## config.mk

```make
export PLATFORM = sky130hd
export DESIGN_NAME = bank_flash_decoder
export DESIGN_NICKNAME = d
export VERILOG_FILES = /design/src/rtl/bfd_pkg.sv /design/src/rtl/flash_window.sv /design/src/rtl/io_slot_decode.sv /design/src/rtl/bank_reg.sv /design/src/rtl/bank_flash_decoder.sv
export SDC_FILE = /design/constraint.sdc
export NUM_CORES = 1
export LEC_CHECK = 0
export ABC_CLOCK_PERIOD_IN_PS = 1100
export BUFFER_PORTS_ARGS = -buffer_cell sky130_fd_sc_hd__clkbuf_2
export CAP_MARGIN = 10
export CORE_AREA = 2 2 39 41
export CTS_BUF_LIST = sky130_fd_sc_hd__clkbuf_8
export DETAILED_ROUTE_END_ITERATION = 10
export DIE_AREA = 0 0 41 43
export PLACE_DENSITY_LB_ADDON = 0.1
export REMOVE_ABC_BUFFERS = 1
export SETUP_SLACK_MARGIN = 0.1
export SLEW_MARGIN = 20
export SYNTH_ARGS = -nofsm -noshare
export SYNTH_HDL_FRONTEND = slang
export SYNTH_SLANG_ARGS = --single-unit
```

## constraint.sdc

```tcl
create_clock -name phi2 -period 1.1 [get_ports phi2]
set_clock_uncertainty 0.05 [all_clocks]
set_input_delay 0.22 -clock phi2 [delete_from_list [all_inputs] [get_ports phi2]]
set_output_delay 0.22 -clock phi2 [all_outputs]
set_load 0.02 [all_outputs]
```

## src/rtl/bfd_pkg.sv

```systemverilog
package bfd_pkg;
  // Default bus geometry shared by the decoder modules.
  localparam int unsigned BUS_ADDR_W = 16;
  localparam int unsigned BUS_BANK_W = 4;
  localparam int unsigned BUS_SEL_N  = 8;
  localparam int unsigned BUS_PAGE_W = 8;
  localparam int unsigned BUS_TAG_W  = 3;
endpackage

```

## src/rtl/flash_window.sv

```systemverilog
module flash_window #(
  parameter int unsigned TAG_W = bfd_pkg::BUS_TAG_W,
  parameter logic [TAG_W-1:0] TAG = 3'b100
) (
  input  logic [TAG_W-1:0] addr_tag,
  output logic             ce_n
);
  // Window enable: the upper address bits select the 8 KB flash window.
  always_comb ce_n = (addr_tag != TAG);
endmodule

```

## src/rtl/io_slot_decode.sv

```systemverilog
module io_slot_decode #(
  parameter int unsigned PAGE_W = bfd_pkg::BUS_PAGE_W,
  parameter logic [PAGE_W-1:0] PAGE = 8'hBF,
  parameter int unsigned SEL_N  = bfd_pkg::BUS_SEL_N,
  localparam int unsigned SEL_W = $clog2(SEL_N)
) (
  input  logic              phi2,
  input  logic              rst,
  input  logic [PAGE_W-1:0] page,
  input  logic [SEL_W-1:0]  slot,
  output logic              page_hit,
  output logic [SEL_N-1:0]  sel_n
);
  logic strobe;

  always_comb page_hit = (page == PAGE);
  // Selects only open during the high phase of the bus clock.
  always_comb strobe = page_hit && phi2;

  for (genvar k = 0; k < SEL_N; k++) begin : g_slot
    assign sel_n[k] = !(strobe && (slot == SEL_W'(k)));
  end

  // the whole low phase ends with every select idle.
  assert_idle_low_phase_R7: assert property (@(posedge phi2) disable iff (rst)
    sel_n == '1);
  // at the end of the high phase exactly one select is active on a page hit, none otherwise.
  assert_one_select_R6: assert property (@(negedge phi2) disable iff (rst)
    $countones(~sel_n) == (page_hit ? 1 : 0));
endmodule

```

## src/rtl/bank_reg.sv

```systemverilog
module bank_reg #(
  parameter int unsigned BANK_W = bfd_pkg::BUS_BANK_W
) (
  input  logic              phi2,
  input  logic              rst,
  input  logic              wr_en,
  input  logic [BANK_W-1:0] din,
  output logic [BANK_W-1:0] bank
);
  // Captured on the falling edge, when the write data has settled.
  always_ff @(negedge phi2) begin
    if (rst)        bank <= '0;
    else if (wr_en) bank <= din;
  end

  // a qualified write leaves the data present at that falling edge.
  assert_capture_at_fall_R3: assert property (@(negedge phi2) disable iff (rst)
    wr_en |=> (bank == $past(din)));
  // with no qualified write the bank does not move.
  assert_hold_without_write_R4: assert property (@(negedge phi2) disable iff (rst)
    !wr_en |=> $stable(bank));
  // reset at a falling edge clears the bank.
  assert_reset_clears_R9: assert property (@(negedge phi2)
    rst |=> (bank == '0));
endmodule

```

## src/rtl/bank_flash_decoder.sv

```systemverilog
module bank_flash_decoder #(
  parameter int unsigned ADDR_W = bfd_pkg::BUS_ADDR_W,
  parameter int unsigned BANK_W = bfd_pkg::BUS_BANK_W,
  parameter int unsigned SEL_N  = bfd_pkg::BUS_SEL_N,
  parameter int unsigned PAGE_W = bfd_pkg::BUS_PAGE_W,
  parameter int unsigned TAG_W  = bfd_pkg::BUS_TAG_W,
  parameter logic [PAGE_W-1:0] IO_PAGE   = 8'hBF,
  parameter logic [TAG_W-1:0]  FLASH_TAG = 3'b100,
  parameter int unsigned BANK_SLOT = 7
) (
  input  logic              phi2,
  input  logic              rst,
  input  logic [ADDR_W-1:0] bus_addr,
  input  logic              bus_rnw,
  input  logic [BANK_W-1:0] bus_data,
  output logic              flash_ce_n,
  output logic [BANK_W-1:0] flash_bank,
  output logic [SEL_N-1:0]  io_sel_n
);
  localparam int unsigned SEL_W    = $clog2(SEL_N);
  localparam int unsigned SLOT_LSB = ADDR_W - PAGE_W - SEL_W;

  logic [SEL_W-1:0] slot;
  logic             page_hit;
  logic             bank_wr;
  logic             unused_low_addr;

  always_comb slot = bus_addr[ADDR_W-PAGE_W-1 -: SEL_W];
  always_comb unused_low_addr = ^bus_addr[SLOT_LSB-1:0];

  flash_window #(.TAG_W(TAG_W), .TAG(FLASH_TAG)) u_window (
    .addr_tag (bus_addr[ADDR_W-1 -: TAG_W]),
    .ce_n     (flash_ce_n)
  );

  io_slot_decode #(.PAGE_W(PAGE_W), .PAGE(IO_PAGE), .SEL_N(SEL_N)) u_io (
    .phi2     (phi2),
    .rst      (rst),
    .page     (bus_addr[ADDR_W-1 -: PAGE_W]),
    .slot     (slot),
    .page_hit (page_hit),
    .sel_n    (io_sel_n)
  );

  // Bank write: the top I/O slot addressed with a write strobe.
  always_comb bank_wr = page_hit && (slot == SEL_W'(BANK_SLOT)) && !bus_rnw;

  bank_reg #(.BANK_W(BANK_W)) u_bank (
    .phi2  (phi2),
    .rst   (rst),
    .wr_en (bank_wr),
    .din   (bus_data),
    .bank  (flash_bank)
  );

  // flash window and I/O page never select together.
  assert_no_overlap_R10: assert property (@(negedge phi2) disable iff (rst)
    !flash_ce_n |-> (io_sel_n == '1));
  // a bank write still strobes the shared top slot select.
  assert_shared_slot_R8: assert property (@(negedge phi2) disable iff (rst)
    bank_wr |-> !io_sel_n[BANK_SLOT]);
endmodule

```

== Word-level counts from Yosys, hierarchy flattened ==
Cells that the tools add are included.
Widths: inputs -> output; s select.

* Bits in registers: 4
* Input bits: 23
* Output and inout bits: 13
* Word-level logic and storage cells: 31

* Equal/unequal tests: 9
* Reduce and logical (&&, ||, !) cells: 21

{| class="wikitable"
|+ Operators by type and width
! kind !! number
|-
| $eq 3x3->1 const B || 4
|-
| $logic_and 1x1->1 || 11
|-
| $logic_not 1->1 || 9
|-
| $eq 8x8->1 const B || 1
|-
| $eq 3x2->1 const B || 2
|-
| $eq 3x1->1 const B || 1
|-
| $logic_not 3->1 || 1
|-
| $ne 3x3->1 const B || 1
|}

== Longest topological paths before layout ==
* Depth after elaboration: 4
* Depth in mapped cells: 3
* Depth with buffers taken out: 3

== Cells and area by module ==
A second synthesis with hierarchy kept.

* Cells, all modules: 35
* Area total of the unflattened synthesis: 315.3 sq um

{| class="wikitable"
|+ By module, submodules not included
! module !! instances !! cells an instance !! area each (sq um) !! sequential area each (sq um)
|-
| io_slot_decode || 1 || 18 || 145.1 || 0.0
|-
| bank_reg || 1 || 14 || 143.9 || 80.1
|-
| bank_flash_decoder || 1 || 2 || 17.5 || 0.0
|-
| flash_window || 1 || 1 || 8.8 || 0.0
|}

==> impl_metrics.prom <==
# TYPE chip_impl_metric gauge
chip_impl_info{name="result_of_the_run",value="finished, violations left"} 1
chip_impl_info{name="failing_checks",value="negative setup slack"} 1
chip_impl_metric{name="postSynthAreaPerCell",unit="sq um"} 7.84
chip_impl_info{name="globalRoute.busiestLayer",value="met3"} 1
chip_impl_metric{name="routed-via-count",unit=""} 659
chip_impl_metric{name="final_hold_viol_count",unit=""} 0
chip_impl_metric{name="grt_pass1_vias",unit=""} 729
chip_impl_metric{name="insertion_delay",unit="ps"} 260
chip_impl_metric{name="finalWorstPathRequiredPeriod",unit="ps"} 1580
chip_impl_metric{name="global_route.usage.met1",unit=""} 0.217
chip_impl_info{name="final_common_cell",value="sky130_fd_sc_hd__buf_8"} 1
chip_impl_metric{name="drt_first_pass_iters",unit=""} 4
chip_impl_metric{name="grt_overflow_total",unit=""} 0
chip_impl_metric{name="largest_reg_flops",unit=""} 4
chip_impl_metric{name="least_margin_pin_slew",unit="ps"} 263
chip_impl_metric{name="die_w",unit="um"} 41
chip_impl_metric{name="postRouteAntennaNets",unit=""} 0
chip_impl_metric{name="fin_setup_tns",unit="ps"} -6620
chip_impl_metric{name="ys_types",unit=""} 16
chip_impl_metric{name="p_total",unit="mW"} 1.69
chip_impl_metric{name="seqPwrFrac",unit=""} 0.086
chip_impl_metric{name="syn-instance-count",unit=""} 38
chip_impl_info{name="setup_repair_after_global_routing_missed_its_margin",value="yes"} 1
chip_impl_metric{name="global_route_usage_over_all_layers",unit=""} 0.302
chip_impl_metric{name="timing.final.max_slew_violations",unit=""} 0
chip_impl_info{name="critical_path.startpoint_type",value="input pin"} 1
chip_impl_metric{name="antennaDiodeCount",unit=""} 0
chip_impl_metric{name="data_required_time_of_the_worst_path",unit="ps"} 830
chip_impl_metric{name="synth-simple-area-share",unit=""} 0.550
chip_impl_metric{name="timing.critical_path.fanout_max",unit=""} 3
chip_impl_metric{name="finish.net_count",unit=""} 128
chip_impl_info{name="hold_path_class",value="register to register"} 1
chip_impl_info{name="critical_path_class",value="input pin to primary output"} 1
chip_impl_metric{name="pin_count_of_the_biggest_net_entering_global_routing",unit=""} 6
chip_impl_metric{name="ys_seq_elements",unit=""} 4
chip_impl_metric{name="parity_gate_share_of_the_synthesized_area_counting_xor_and_xnor_cells",unit=""} 0
chip_impl_metric{name="drt-initial-drc-count",unit=""} 14
chip_impl_metric{name="post_route_cells_drive_above_1_share",unit=""} 0.846
chip_impl_metric{name="die_height",unit="um"} 43
chip_impl_info{name="cts_tree",value="yes"} 1
chip_impl_metric{name="area_growth_syn_to_layout",unit="%"} 271
chip_impl_info{name="synth_top_family_by_area",value="simple AND/OR/NAND/NOR gates"} 1
chip_impl_metric{name="vias_per_cell",unit=""} 5.49
chip_impl_metric{name="port_buf_inserts",unit=""} 30
chip_impl_metric{name="coreArea",unit="sq mm"} 0.00138
chip_impl_info{name="worstSetupEndpointType",value="primary output"} 1
chip_impl_metric{name="rr_worst_depth",unit=""} 4
chip_impl_metric{name="power.internal",unit="mW"} 1.11
chip_impl_metric{name="muxShareOfSynthArea",unit=""} 0
chip_impl_metric{name="max_clock_freq",unit="MHz"} 633
chip_impl_metric{name="drt-total-wl",unit="mm"} 2.27
chip_impl_metric{name="finalWorstSetupSlack",unit="ps"} -479
chip_impl_metric{name="total_switching_power",unit="uW"} 588
chip_impl_metric{name="worst_ep_arrival_time",unit="ps"} 1310
chip_impl_metric{name="grt_use_met2",unit=""} 0.341
chip_impl_metric{name="max-slew-margin-rel",unit=""} 0.824
chip_impl_metric{name="synth_compound_area_frac",unit=""} 0.168
chip_impl_metric{name="clock_power_share",unit=""} 0.835
chip_impl_metric{name="gpl.final_weighted_congestion",unit=""} 0.676
chip_impl_metric{name="power_density",unit="mW/mm^2"} 1530
chip_impl_metric{name="placement_rows",unit=""} 14
chip_impl_metric{name="routed_wire_length_per_instance",unit="um"} 18.9
chip_impl_metric{name="worst_setup_hold_path_clk_slew",unit="ps"} 30
chip_impl_metric{name="groute.layer.met3.usage",unit=""} 0.356
chip_impl_metric{name="mappedNetlistArea",unit="sq um"} 298
chip_impl_metric{name="setup_viol_count_final",unit=""} 32
chip_impl_metric{name="die_area",unit="sq mm"} 0.00176
chip_impl_metric{name="drt_drc_violations_left",unit=""} 0
chip_impl_metric{name="p_comb_frac",unit=""} 0.079
chip_impl_metric{name="number_of_i_o_pins",unit=""} 36
chip_impl_metric{name="global_route_wire_length_before_repair",unit="mm"} 3.10
chip_impl_metric{name="netSwitchingFraction",unit=""} 0.347
chip_impl_metric{name="antenna_found_initial",unit=""} 0
chip_impl_metric{name="place_worst_setup_slack",unit="ps"} -589
chip_impl_metric{name="cap_viol_max_count",unit=""} 0
chip_impl_metric{name="worst_hold_path.num_cells",unit=""} 3
chip_impl_metric{name="synth_warnings",unit=""} 0
chip_impl_metric{name="share_of_the_cycle_needed_by_the_critical_path_after_routing",unit=""} 1.44
chip_impl_info{name="most_used_cells_in_the_layout_excluding_fill_and_tap_cells",value="18 x sky130_fd_sc_hd__buf_8, 14 x sky130_fd_sc_hd__buf_4, 13 x sky130_fd_sc_hd__clkbuf_2"} 1
chip_impl_metric{name="initial_core_util",unit=""} 0.215
chip_impl_metric{name="adder_cell_area_share_of_the_yosys_netlist",unit=""} 0
chip_impl_metric{name="irDropWorstVdd",unit="mV"} 1.41
chip_impl_metric{name="synth.yosys.seq_area_share",unit=""} 0.269
chip_impl_metric{name="cellLeakagePower",unit="nW"} 0.553
[metal layers]
layer  share of wire  vias to the layer above
met4           0.063                        0
li1                -                      288
met2            0.52                       54
met1            0.32                      298
met5               0                        -
met3           0.097                       19
[worst paths after layout]
path / slack [ps] / from / end
setup reg to reg: 210 / u_bank.bank[0] / u_bank.bank[0]
hold reg to reg: 540 / u_bank.bank[3] / u_bank.bank[3]
hold / removal: 540 / u_bank.bank[3] / u_bank.bank[3]
setup / recovery: -480 / bus_addr[14] / io_sel_n[2]
[layout make-up]
class / instances / area (sq um)
Timing Repair Buffer: 43 / 377
Tap cell: 16 / 20.0
Clock buffer: 17 / 243
Multi-Input combinational cell: 33 / 334
Fill cell: 81 / 278
Clock inverter: 7 / 47.5
Sequential cell: 4 / 85.1
[power by group through the flow]
stage / logic (mW) / registers, mW / clock network [mW]
2_1_floorplan: 0.0156 / 0.148 / 0.0746
3_3_place_gp: 0.0702 / 0.148 / 0.0747
3_5_place_dp: 0.0710 / 0.148 / 0.0747
4_1_cts: 0.102 / 0.146 / 1.20
5_1_grt: 0.139 / 0.146 / 1.47
6_report: 0.133 / 0.146 / 1.41
[worst max-delay path, cell delays in order]
cell,delay [ps]
sky130_fd_sc_hd__buf_6,90
sky130_fd_sc_hd__nand4b_1,230
sky130_fd_sc_hd__buf_4,200
sky130_fd_sc_hd__nor3_4,190
sky130_fd_sc_hd__buf_6,170
sky130_fd_sc_hd__nand2_4,60
sky130_fd_sc_hd__buf_8,140
[cells in the mapped netlist (all sizes together)]
cell    instances  area, sq um
or3b            1         8.76
a21oi           4         20.0
nand4b          2         17.5
and3            1         6.26
and4            1         10.0
nand4           7         43.8
and4b           2         25.0
nor2            1         3.75
nor3            2         15.0
dfxtp           4         80.1
inv             1         3.75
o31ai           4         30.0
nand2           7         26.3
nor3b           1         7.51
[metrics by stage]
stage,std cells,hold WS [ps],utilization,area [sq um]
after floorplan,38,389,-,298
after global placement,93,391,0.387,536
after detailed placement,93,391,0.387,536
after CTS,115,529,0.679,940
after global routing,120,562,0.799,1110
final,120,542,0.799,1110
[timing repair]
action | in CTS | in global routing
buffers inserted | 10 | 6
pin swaps | 15 | 9
resized for setup | 52 | 44
hold buffers | 0 | 0
setup endpoints to repair | 33 | 35
[cells by family after synthesis]
| logic type | after synthesis |
|---|---|
| flops | 4 |
| compound gates | 8 |
| simple gates | 25 |
| buf+inv | 1 |
Note: power is estimated with default switching activity, not from simulation.
